==> src/rtl/slb_pkg.sv <==
package slb_pkg;
  // Storage depth: power of two holding at least LAT+2 beats so that the
  // latency window plus one stored beat never throttles a full-rate stream.
  function automatic int slb_depth(input int lat);
    return 1 << $clog2(lat + 2);
  endfunction
endpackage

==> src/rtl/slb_ready_hist.sv <==
module slb_ready_hist #(
  parameter int LAT = 2,
  localparam int CW = $clog2(LAT + 1)
) (
  input  logic          clk,
  input  logic          rst,
  input  logic          ready_now,
  output logic          ready_cycle,
  output logic [CW-1:0] inflight
);
  logic [LAT-1:0] hist;

  always_ff @(posedge clk) begin
    if (rst) hist <= '0;
    else     hist <= (hist << 1) | LAT'(ready_now);
  end

  // oldest entry: ready was high exactly LAT cycles ago
  assign ready_cycle = hist[LAT-1];
  // every credit still outstanding, including the one landing now
  assign inflight    = CW'($countones(hist));
endmodule

==> src/rtl/slb_fifo.sv <==
module slb_fifo #(
  parameter int W     = 8,
  parameter int DEPTH = 4,
  localparam int AW = $clog2(DEPTH),
  localparam int OW = $clog2(DEPTH + 2)
) (
  input  logic          clk,
  input  logic          rst,
  input  logic          wr_en,
  input  logic [W-1:0]  wr_beat,
  input  logic          out_ready,
  output logic          out_valid,
  output logic [W-1:0]  out_beat,
  output logic [OW-1:0] occupancy
);
  logic [W-1:0]  mem [DEPTH];
  logic [AW-1:0] wptr, rptr;
  logic [AW:0]   cnt;
  logic          pop_out, load;

  assign pop_out = out_valid & out_ready;
  assign load    = (cnt != '0) & (~out_valid | pop_out);

  always_ff @(posedge clk) begin
    if (wr_en) mem[wptr] <= wr_beat;
  end

  always_ff @(posedge clk) begin
    if (load) out_beat <= mem[rptr];
  end

  always_ff @(posedge clk) begin
    if (rst) begin
      wptr      <= '0;
      rptr      <= '0;
      cnt       <= '0;
      out_valid <= 1'b0;
    end else begin
      if (wr_en) wptr <= wptr + 1'b1;
      if (load)  rptr <= rptr + 1'b1;
      cnt <= cnt + (AW+1)'(wr_en) - (AW+1)'(load);
      if (load)         out_valid <= 1'b1;
      else if (pop_out) out_valid <= 1'b0;
    end
  end

  assign occupancy = OW'(cnt) + OW'(out_valid);
endmodule

==> src/rtl/stream_latency_bridge.sv <==
module stream_latency_bridge #(
  parameter int DATA_W = 8,
  parameter int CHAN_W = 2,
  parameter int ERR_W  = 1,
  parameter int LAT    = 2
) (
  input  logic              clk,
  input  logic              rst,
  output logic              up_ready,
  input  logic              up_valid,
  input  logic [DATA_W-1:0] up_data,
  input  logic [CHAN_W-1:0] up_chan,
  input  logic [ERR_W-1:0]  up_err,
  output logic              up_proto_err,
  output logic              dn_valid,
  input  logic              dn_ready,
  output logic [DATA_W-1:0] dn_data,
  output logic [CHAN_W-1:0] dn_chan,
  output logic [ERR_W-1:0]  dn_err
);
  localparam int DEPTH = slb_pkg::slb_depth(LAT);
  localparam int CAP   = DEPTH + 1;
  localparam int BW    = DATA_W + CHAN_W + ERR_W;
  localparam int CW    = $clog2(LAT + 1);
  localparam int OW    = $clog2(DEPTH + 2);

  logic          ready_cycle;
  logic [CW-1:0] inflight;
  logic [OW-1:0] occ;
  logic          wr;
  logic [BW-1:0] out_beat;

  slb_ready_hist #(.LAT(LAT)) u_hist (
    .clk         (clk),
    .rst         (rst),
    .ready_now   (up_ready),
    .ready_cycle (ready_cycle),
    .inflight    (inflight)
  );

  assign wr = up_valid & ready_cycle;

  slb_fifo #(.W(BW), .DEPTH(DEPTH)) u_store (
    .clk       (clk),
    .rst       (rst),
    .wr_en     (wr),
    .wr_beat   ({up_data, up_chan, up_err}),
    .out_ready (dn_ready),
    .out_valid (dn_valid),
    .out_beat  (out_beat),
    .occupancy (occ)
  );

  // credit from registered state only: stored + promised + this one
  assign up_ready = ~rst & ((int'(occ) + int'(inflight)) < CAP);

  always_ff @(posedge clk) begin
    if (rst) up_proto_err <= 1'b0;
    else     up_proto_err <= up_valid & ~ready_cycle;
  end

  assign {dn_data, dn_chan, dn_err} = out_beat;
endmodule

==> config.mk <==
export PLATFORM = sky130hd
export DESIGN_NAME = stream_latency_bridge
export DESIGN_NICKNAME = d
export VERILOG_FILES = /design/src/rtl/slb_pkg.sv /design/src/rtl/slb_ready_hist.sv /design/src/rtl/slb_fifo.sv /design/src/rtl/stream_latency_bridge.sv
export SDC_FILE = /design/constraint.sdc
export NUM_CORES = 1
export LEC_CHECK = 0
export ABC_AREA = 0
export BUFFER_PORTS_ARGS = -buffer_cell sky130_fd_sc_hd__buf_2
export CAP_MARGIN = 20
export CORE_AREA = 8 8 81 83
export DETAILED_ROUTE_END_ITERATION = 10
export DIE_AREA = 0 0 89 91
export MAX_ROUTING_LAYER = met4
export PLACE_DENSITY = 0.69
export SETUP_SLACK_MARGIN = 0.5
export SYNTH_ARGS = -nofsm -noshare
export SYNTH_HDL_FRONTEND = slang
export SYNTH_SLANG_ARGS = --single-unit
==> constraint.sdc <==
create_clock -name clk -period 5.1 [get_ports clk]
set_input_delay 0 -clock clk [delete_from_list [all_inputs] [get_ports clk]]
set_output_delay 0 -clock clk [all_outputs]
set_load 0.02 [all_outputs]
==> flow_summary.toml, run 1 <==
[routing]
drt_iter0_drc = 65
drt_wl_total_um = 4300
viasPerCell = 4.89
dr.pass1.iters = 2
final_antenna_net_count = 0
drc = 0
wl_per_cell_um = 16.7
vias = 1261

[critical_path]
max_stage_delay_ns = 0.46
cp.arrival_ns = 2.71
crit_path_start = "u_store.cnt[1]$_SDFF_PP0_"
critical_path.top_delay_family = "simple AND/OR/NAND/NOR gates"
path_class = "flip-flop to flip-flop"
r2r-start = "u_store.cnt[1]$_SDFF_PP0_"
required_ns = 5.35
cp_slowest_cell = "nor2_1"
critical_path.cell_chain = "nor3_2 > nor2_1 > ha_1 > inv_1 > ha_1 > inv_1 > fa_1 > xor2_1 > and2_1 > nor3_1"
endpoint_kind = "flip-flop"
crit_path_start_kind = "flip-flop"
critPathBufInv = 2
crit_path_max_fanout = 6

[pwr]
p_per_area_nw_per_um2 = 526
clkPwrFrac = 0.257
p_leak_nw = 1.13
switching_share = 0.307
p_int_mw = 1.13
combPwrFrac = 0.266
seq_power_share = 0.477
worst_ir_drop_vdd_uv = 332
p_switching_mw = 0.499

[logic_synthesis]
synthesis.area_um2 = 2570
synth.avg_cell_area_um2 = 19.4
ys_seq_area_frac = 0.727
syn_nets = 159
postSynthCellCount = 133
synth_top_area_cell = "edfxtp_1"
synth-main-ff-cell = "edfxtp_1"
synth_edf_count = 55
synthArstFlopShare = 0
yosysUniqueCellTypes = 29
synth_top_area_share = 0.641
yosys_register_bits = 66
yosys_warnings = 0
yosys-top-cells-area = "edfxtp_1 64%, dfxtp_1 8.6%, mux4_2 6.1%"

[run]
drv_cap = 0

[cts]
numCtsBuffers = 9
insertion_delay_ns = 0.34
htreeDepth = 3
post_cts_buffers = 0
cts_tree = "yes"
cts_root_buffer = "clkbuf_8"
path_clk_slew_ns = 0.07
clock_path_buffers = 2
cts_hold_buf = 12
ctsResizeCount = 0
cts.sinks = 66

[sta]
final.min_clock_period_ns = 2.46
period_share = 0.483
setup_violations = 0
worst_pin_slew_ns = 0.816
relSlewSlack = 0.456
hold_viol = 0
fmax_mhz = 406
fin_skew_ns = 0.0102
maxSlewViolCount = 0
rsz0062_at_grt = "false"
setup_tns_ns = 0

[floorplan]
core-area_um2 = 5340
std_cell_rows = 27
die-area_um2 = 8100
ioPinCount = 29
die_h_um = 91
fp.dieW_um = 89
start_util = 0.482

[placement]
place_congestion = 0.822
dp_cells = 229
hpwlAfterDp_um = 2830
numPortBuffers = 28

[layout]
final_cells = 258
diodes = 0
synthToLayoutAreaGrowth_pct = 20.0
drive_gt1_frac = 0.285
nets = 207

[global_route]
overflow = 0
grt_pass1_wl_um = 6930
grt_pass1_vias = 1408
antenna_found_initial = 0
grtUsageTotal = 0.122
grt_max_degree = 15

[worst_hold_path]
hp-class = "input port to flip-flop"
worstHoldStart = "rst"

[outcome]
status = "finished, final reports clean"
-- cells in the mapped netlist (3+ instances only) --
library cell,n
edfxtp_1,55
dfxtp_1,11
ha_1,9
mux4_2,7
nor2_1,6
nor2b_1,5
and3_1,4
inv_1,4
mux4_1,4
nand2_1,3
nor3_1,3
-- registers in the layout, indices dropped and copies added, names as in the netlist --
| signal | cells |
|---|---|
| u_store.mem | 44 |
| u_store.out_beat | 11 |
| u_store.cnt | 3 |
| u_hist.hist | 2 |
| u_store.rptr | 2 |
| u_store.wptr | 2 |
| u_store.out_valid | 1 |
| up_proto_err | 1 |
-- worst reg2reg max path, cell delays in order, from the launching register on --
cell and delay, ns:
dfxtp_1 0.43, nor3_2 0.10, nor2_1 0.46, ha_1 0.33, inv_1 0.06, ha_1 0.13
inv_1 0.05, fa_1 0.36, xor2_1 0.16, and2_1 0.17, nor3_1 0.14
-- kinds of logic (layout without fill, tap and decap cells) --
family,count (synthesis),count (layout),synth area share
DFF,66,66,0.727
and+or+nand+nor,28,28,0.0622
AOI/OAI and AO/OA,5,5,0.0136
buffers and inverters,8,61,0.0214
adders and majority gates,11,11,0.0593
xor gates and xnor gates,3,3,0.0102
muxes,12,12,0.106
-- worst paths after layout --
check | endpoint | slack (ns) | cells after the start
worst max-delay path | u_store.cnt[2]$_SDFF_PP0_ | 2.64 | 10
worst min-delay path | u_store.wptr[0]$_SDFFE_PP0P_ | 0.003 | 2
worst max register to register | u_store.cnt[2]$_SDFF_PP0_ | 2.64 | 10
worst min register to register | u_hist.hist[1]$_SDFF_PP0_ | 0.50 | 1
-- cell type report --
type	count	area (µm²)
clock inverter	7	70.1
clock buffer	9	124
sequential	66	1870
fill	447	2250
timing repair buffer	41	272
tap	72	90.1
multi-input combinational	59	648
inverter	4	15.0
-- stage by stage --
| step | util | cell area [µm²] | hold WS [ns] | setup WS (ns) | total power [mW] |
|---|---|---|---|---|---|
| after detailed placement | 0.518 | 2770 | 0.225 | 2.15 | 1.21 |
| final | 0.579 | 3090 | 0.00287 | 2.64 | 1.63 |
| after global routing | 0.579 | 3090 | 0.00608 | 2.44 | 1.73 |
| after floorplan | - | 2570 | 0.0989 | 2.55 | 1.10 |
| after global placement | 0.518 | 2770 | 0.210 | 2.25 | 1.19 |
| after CTS | 0.577 | 3080 | 0.00551 | 2.08 | 1.64 |
-- power by group through the flow --
stage	logic, mW	registers [mW]	clock network [mW]
4_1_cts	0.430	0.782	0.426
6_report	0.432	0.776	0.418
3_3_place_gp	0.403	0.786	0
5_1_grt	0.486	0.793	0.451
3_5_place_dp	0.420	0.793	0
2_1_floorplan	0.290	0.812	0
-- routing by layer --
metal	track usage	part of all wire	wire length, µm	vias up
met5	-	0	0	-
met4	0.0707	0.019	80	0
met3	0.0315	0.040	172	7
met2	0.196	0.52	2230	25
met1	0.131	0.42	1810	613
li1	-	-	-	616
-- layout by cell type (no fill, tap or decap), types with 3 or more instances in the layout --
cell type / instances
edfxtp_1: 55
buf_2: 28
dlygate4sd3_1: 12
dfxtp_1: 11
ha_1: 9
clkbuf_8: 9
mux4_2: 7
nor2_1: 6
nor2b_1: 5
inv_1: 4
mux4_1: 4
and3_1: 4
nand2_1: 3
nor3_1: 3
Note: power is estimated with default switching activity, not from simulation.
==> run 2: changes to the inputs <==
PLACE_DENSITY = 0.71   (was 0.69)
clock period = 2 ns   (was 5.1 ns; I/O delays follow)
==> flow_summary.toml, run 2 (synthesis gave the netlist of run 1 again) <==
[floorplan]
start_util = 0.482
die-area_um2 = 8100
fp.dieW_um = 89
std_cell_rows = 27
die_h_um = 91
ioPinCount = 29
core-area_um2 = 5340

[critical_path]
max_stage_delay_ns = 0.36
rr_endpoint = "u_store.cnt[2]$_SDFF_PP0_"
critical_path.cell_chain = "ha_4 > fa_2 > ha_4 > o21bai_1 > a21oi_2 > nor3_2 > buf_4"
r2r-start = "u_store.cnt[0]$_SDFF_PP0_"
cp_slowest_cell = "dfxtp_4"
crit_path_max_fanout = 3
crit_path_start_kind = "flip-flop"
critPathMostFrequentCell = "ha_4"
cp.arrival_ns = 2.05
endpoint_kind = "output pin"
path_class = "flip-flop to output pin"
rrSetupSlack_ns = 0.04
reg2reg_depth = 10
required_ns = 2.00

[routing]
wl_per_cell_um = 16.8
drc = 0
drt_wl_total_um = 4500
vias = 1338
dr.pass1.iters = 4
viasPerCell = 4.99
final_antenna_net_count = 0
drt_iter0_drc = 91

[pwr]
combPwrFrac = 0.333
p_int_mw = 3.14
p_switching_mw = 1.41
clkPwrFrac = 0.245
switching_share = 0.310
p_per_area_nw_per_um2 = 1390
worst_ir_drop_vdd_uv = 800
seq_power_share = 0.422
p_leak_nw = 1.19

[layout]
drive_gt1_frac = 0.423
final_cell_mix = "55 x edfxtp_1, 27 x buf_2, 13 x dlygate4sd3_1"
final_cells = 268
largestRegisters = "u_store.mem: 44 flops, u_store.out_beat: 11 flops, u_store.cnt: 3 flops"
largest_reg_flops = 44
diodes = 0
synthToLayoutAreaGrowth_pct = 27.4
nets = 217
max_flop_register = "u_store.mem"
layout_commonest_cell = "edfxtp_1"

[placement]
numPortBuffers = 28
dp_cells = 234
pre_cts_ws_ns = -0.0292
place_congestion = 0.748
hpwlAfterDp_um = 2950

[sta]
hold_viol = 0
period_share = 1.02
worst_pin_slew_ns = 0.559
maxSlewViolCount = 0
setup_tns_ns = -0.0485
fmax_mhz = 488
setup_violations = 1
fin_skew_ns = 0.00755
final.min_clock_period_ns = 2.05
finalWorstSetupSlack_ns = -0.0485
rsz0062_at_grt = "true"
relSlewSlack = 0.627

[worst_hold_path]
min_path_cells = 4
holdPathEnd = "u_store.out_valid$_SDFFE_PP0P_"
worstHoldStart = "dn_ready"
hp-class = "input port to flip-flop"

[global_route]
overflow = 0
grtUsageTotal = 0.128
antenna_found_initial = 0
grt_pass1_vias = 1478
grt_max_degree = 15
grt_pass1_wl_um = 7300

[cts]
cts_tree = "yes"
cts.sinks = 66
insertion_delay_ns = 0.34
cts_root_buffer = "clkbuf_8"
clock_path_buffers = 2
path_clk_slew_ns = 0.07
numCtsBuffers = 9
htreeDepth = 3

[outcome]
failed_checks = "negative setup slack"
status = "finished, violations left"

[run]
drv_cap = 0
==> run 2: power groups by stage <==
stage	sequential [mW]	combinational, mW	clock [mW]
detailed placement	1.95	1.31	0
global placement	1.94	1.24	0
global route	1.94	1.67	1.20
CTS	1.92	1.52	1.14
finish	1.92	1.52	1.12
floorplan	2.09	0.799	0
==> run 2: layout make-up <==
type | instances | area (µm²)
fillers | 417 | 2060
flip-flops and latches | 66 | 1880
multi-input cells | 59 | 738
repair buffers | 51 | 348
clock buffers | 10 | 138
well taps | 72 | 90.1
clock inverters | 6 | 66.3
inverters | 4 | 17.5
==> run 2: worst max-delay path: cells and delay by family (launching register included) <==
kind            cells  cell delay, ns
compound gates      2            0.26
buf+inv             1            0.16
fa+ha+maj           3            0.82
simple gates        1            0.11
flops               1            0.36
==> run 2: metrics by stage <==
stage                     total power, mW  hold WS [ns]  instance area [µm²]  utilization
final                                4.55        0.0148                 3280        0.615
after global routing                 4.81        0.0640                 3280        0.615
after CTS                            4.59      0.000753                 3270        0.613
after detailed placement             3.27         0.217                 2850        0.533
after global placement               3.18         0.209                 2850        0.533
after floorplan                      2.89        0.0989                 2620            -
==> run 2: worst max-delay path by stage <==
stage,to,cells past startpoint,startpoint
2_1_floorplan,u_store.cnt[2]$_SDFF_PP0_,10,u_store.out_valid$_SDFFE_PP0P_
3_3_place_gp,u_store.cnt[2]$_SDFF_PP0_,10,u_store.cnt[1]$_SDFF_PP0_
3_5_place_dp,u_store.cnt[2]$_SDFF_PP0_,10,u_store.cnt[1]$_SDFF_PP0_
4_1_cts,up_ready,6,u_store.out_valid$_SDFFE_PP0P_
5_1_grt,up_ready,6,u_store.out_valid$_SDFFE_PP0P_
6_report,up_ready,7,u_store.out_valid$_SDFFE_PP0P_
==> run 2: metal layers <==
metal / global-route usage / share of wire
met5: - / 0
met4: 0.0721 / 0.028
met3: 0.0432 / 0.048
met2: 0.200 / 0.52
met1: 0.139 / 0.40
==> run 2: timing repair <==
item / 4_1_cts / 5_1_grt
buffers inserted: 4 / 1
endpoints found under the hold margin: 50 / 0
hold buffers: 13 / 0
pin swaps: 10 / 5
gates resized for setup: 12 / 2
endpoints found under the setup margin: 27 / 26
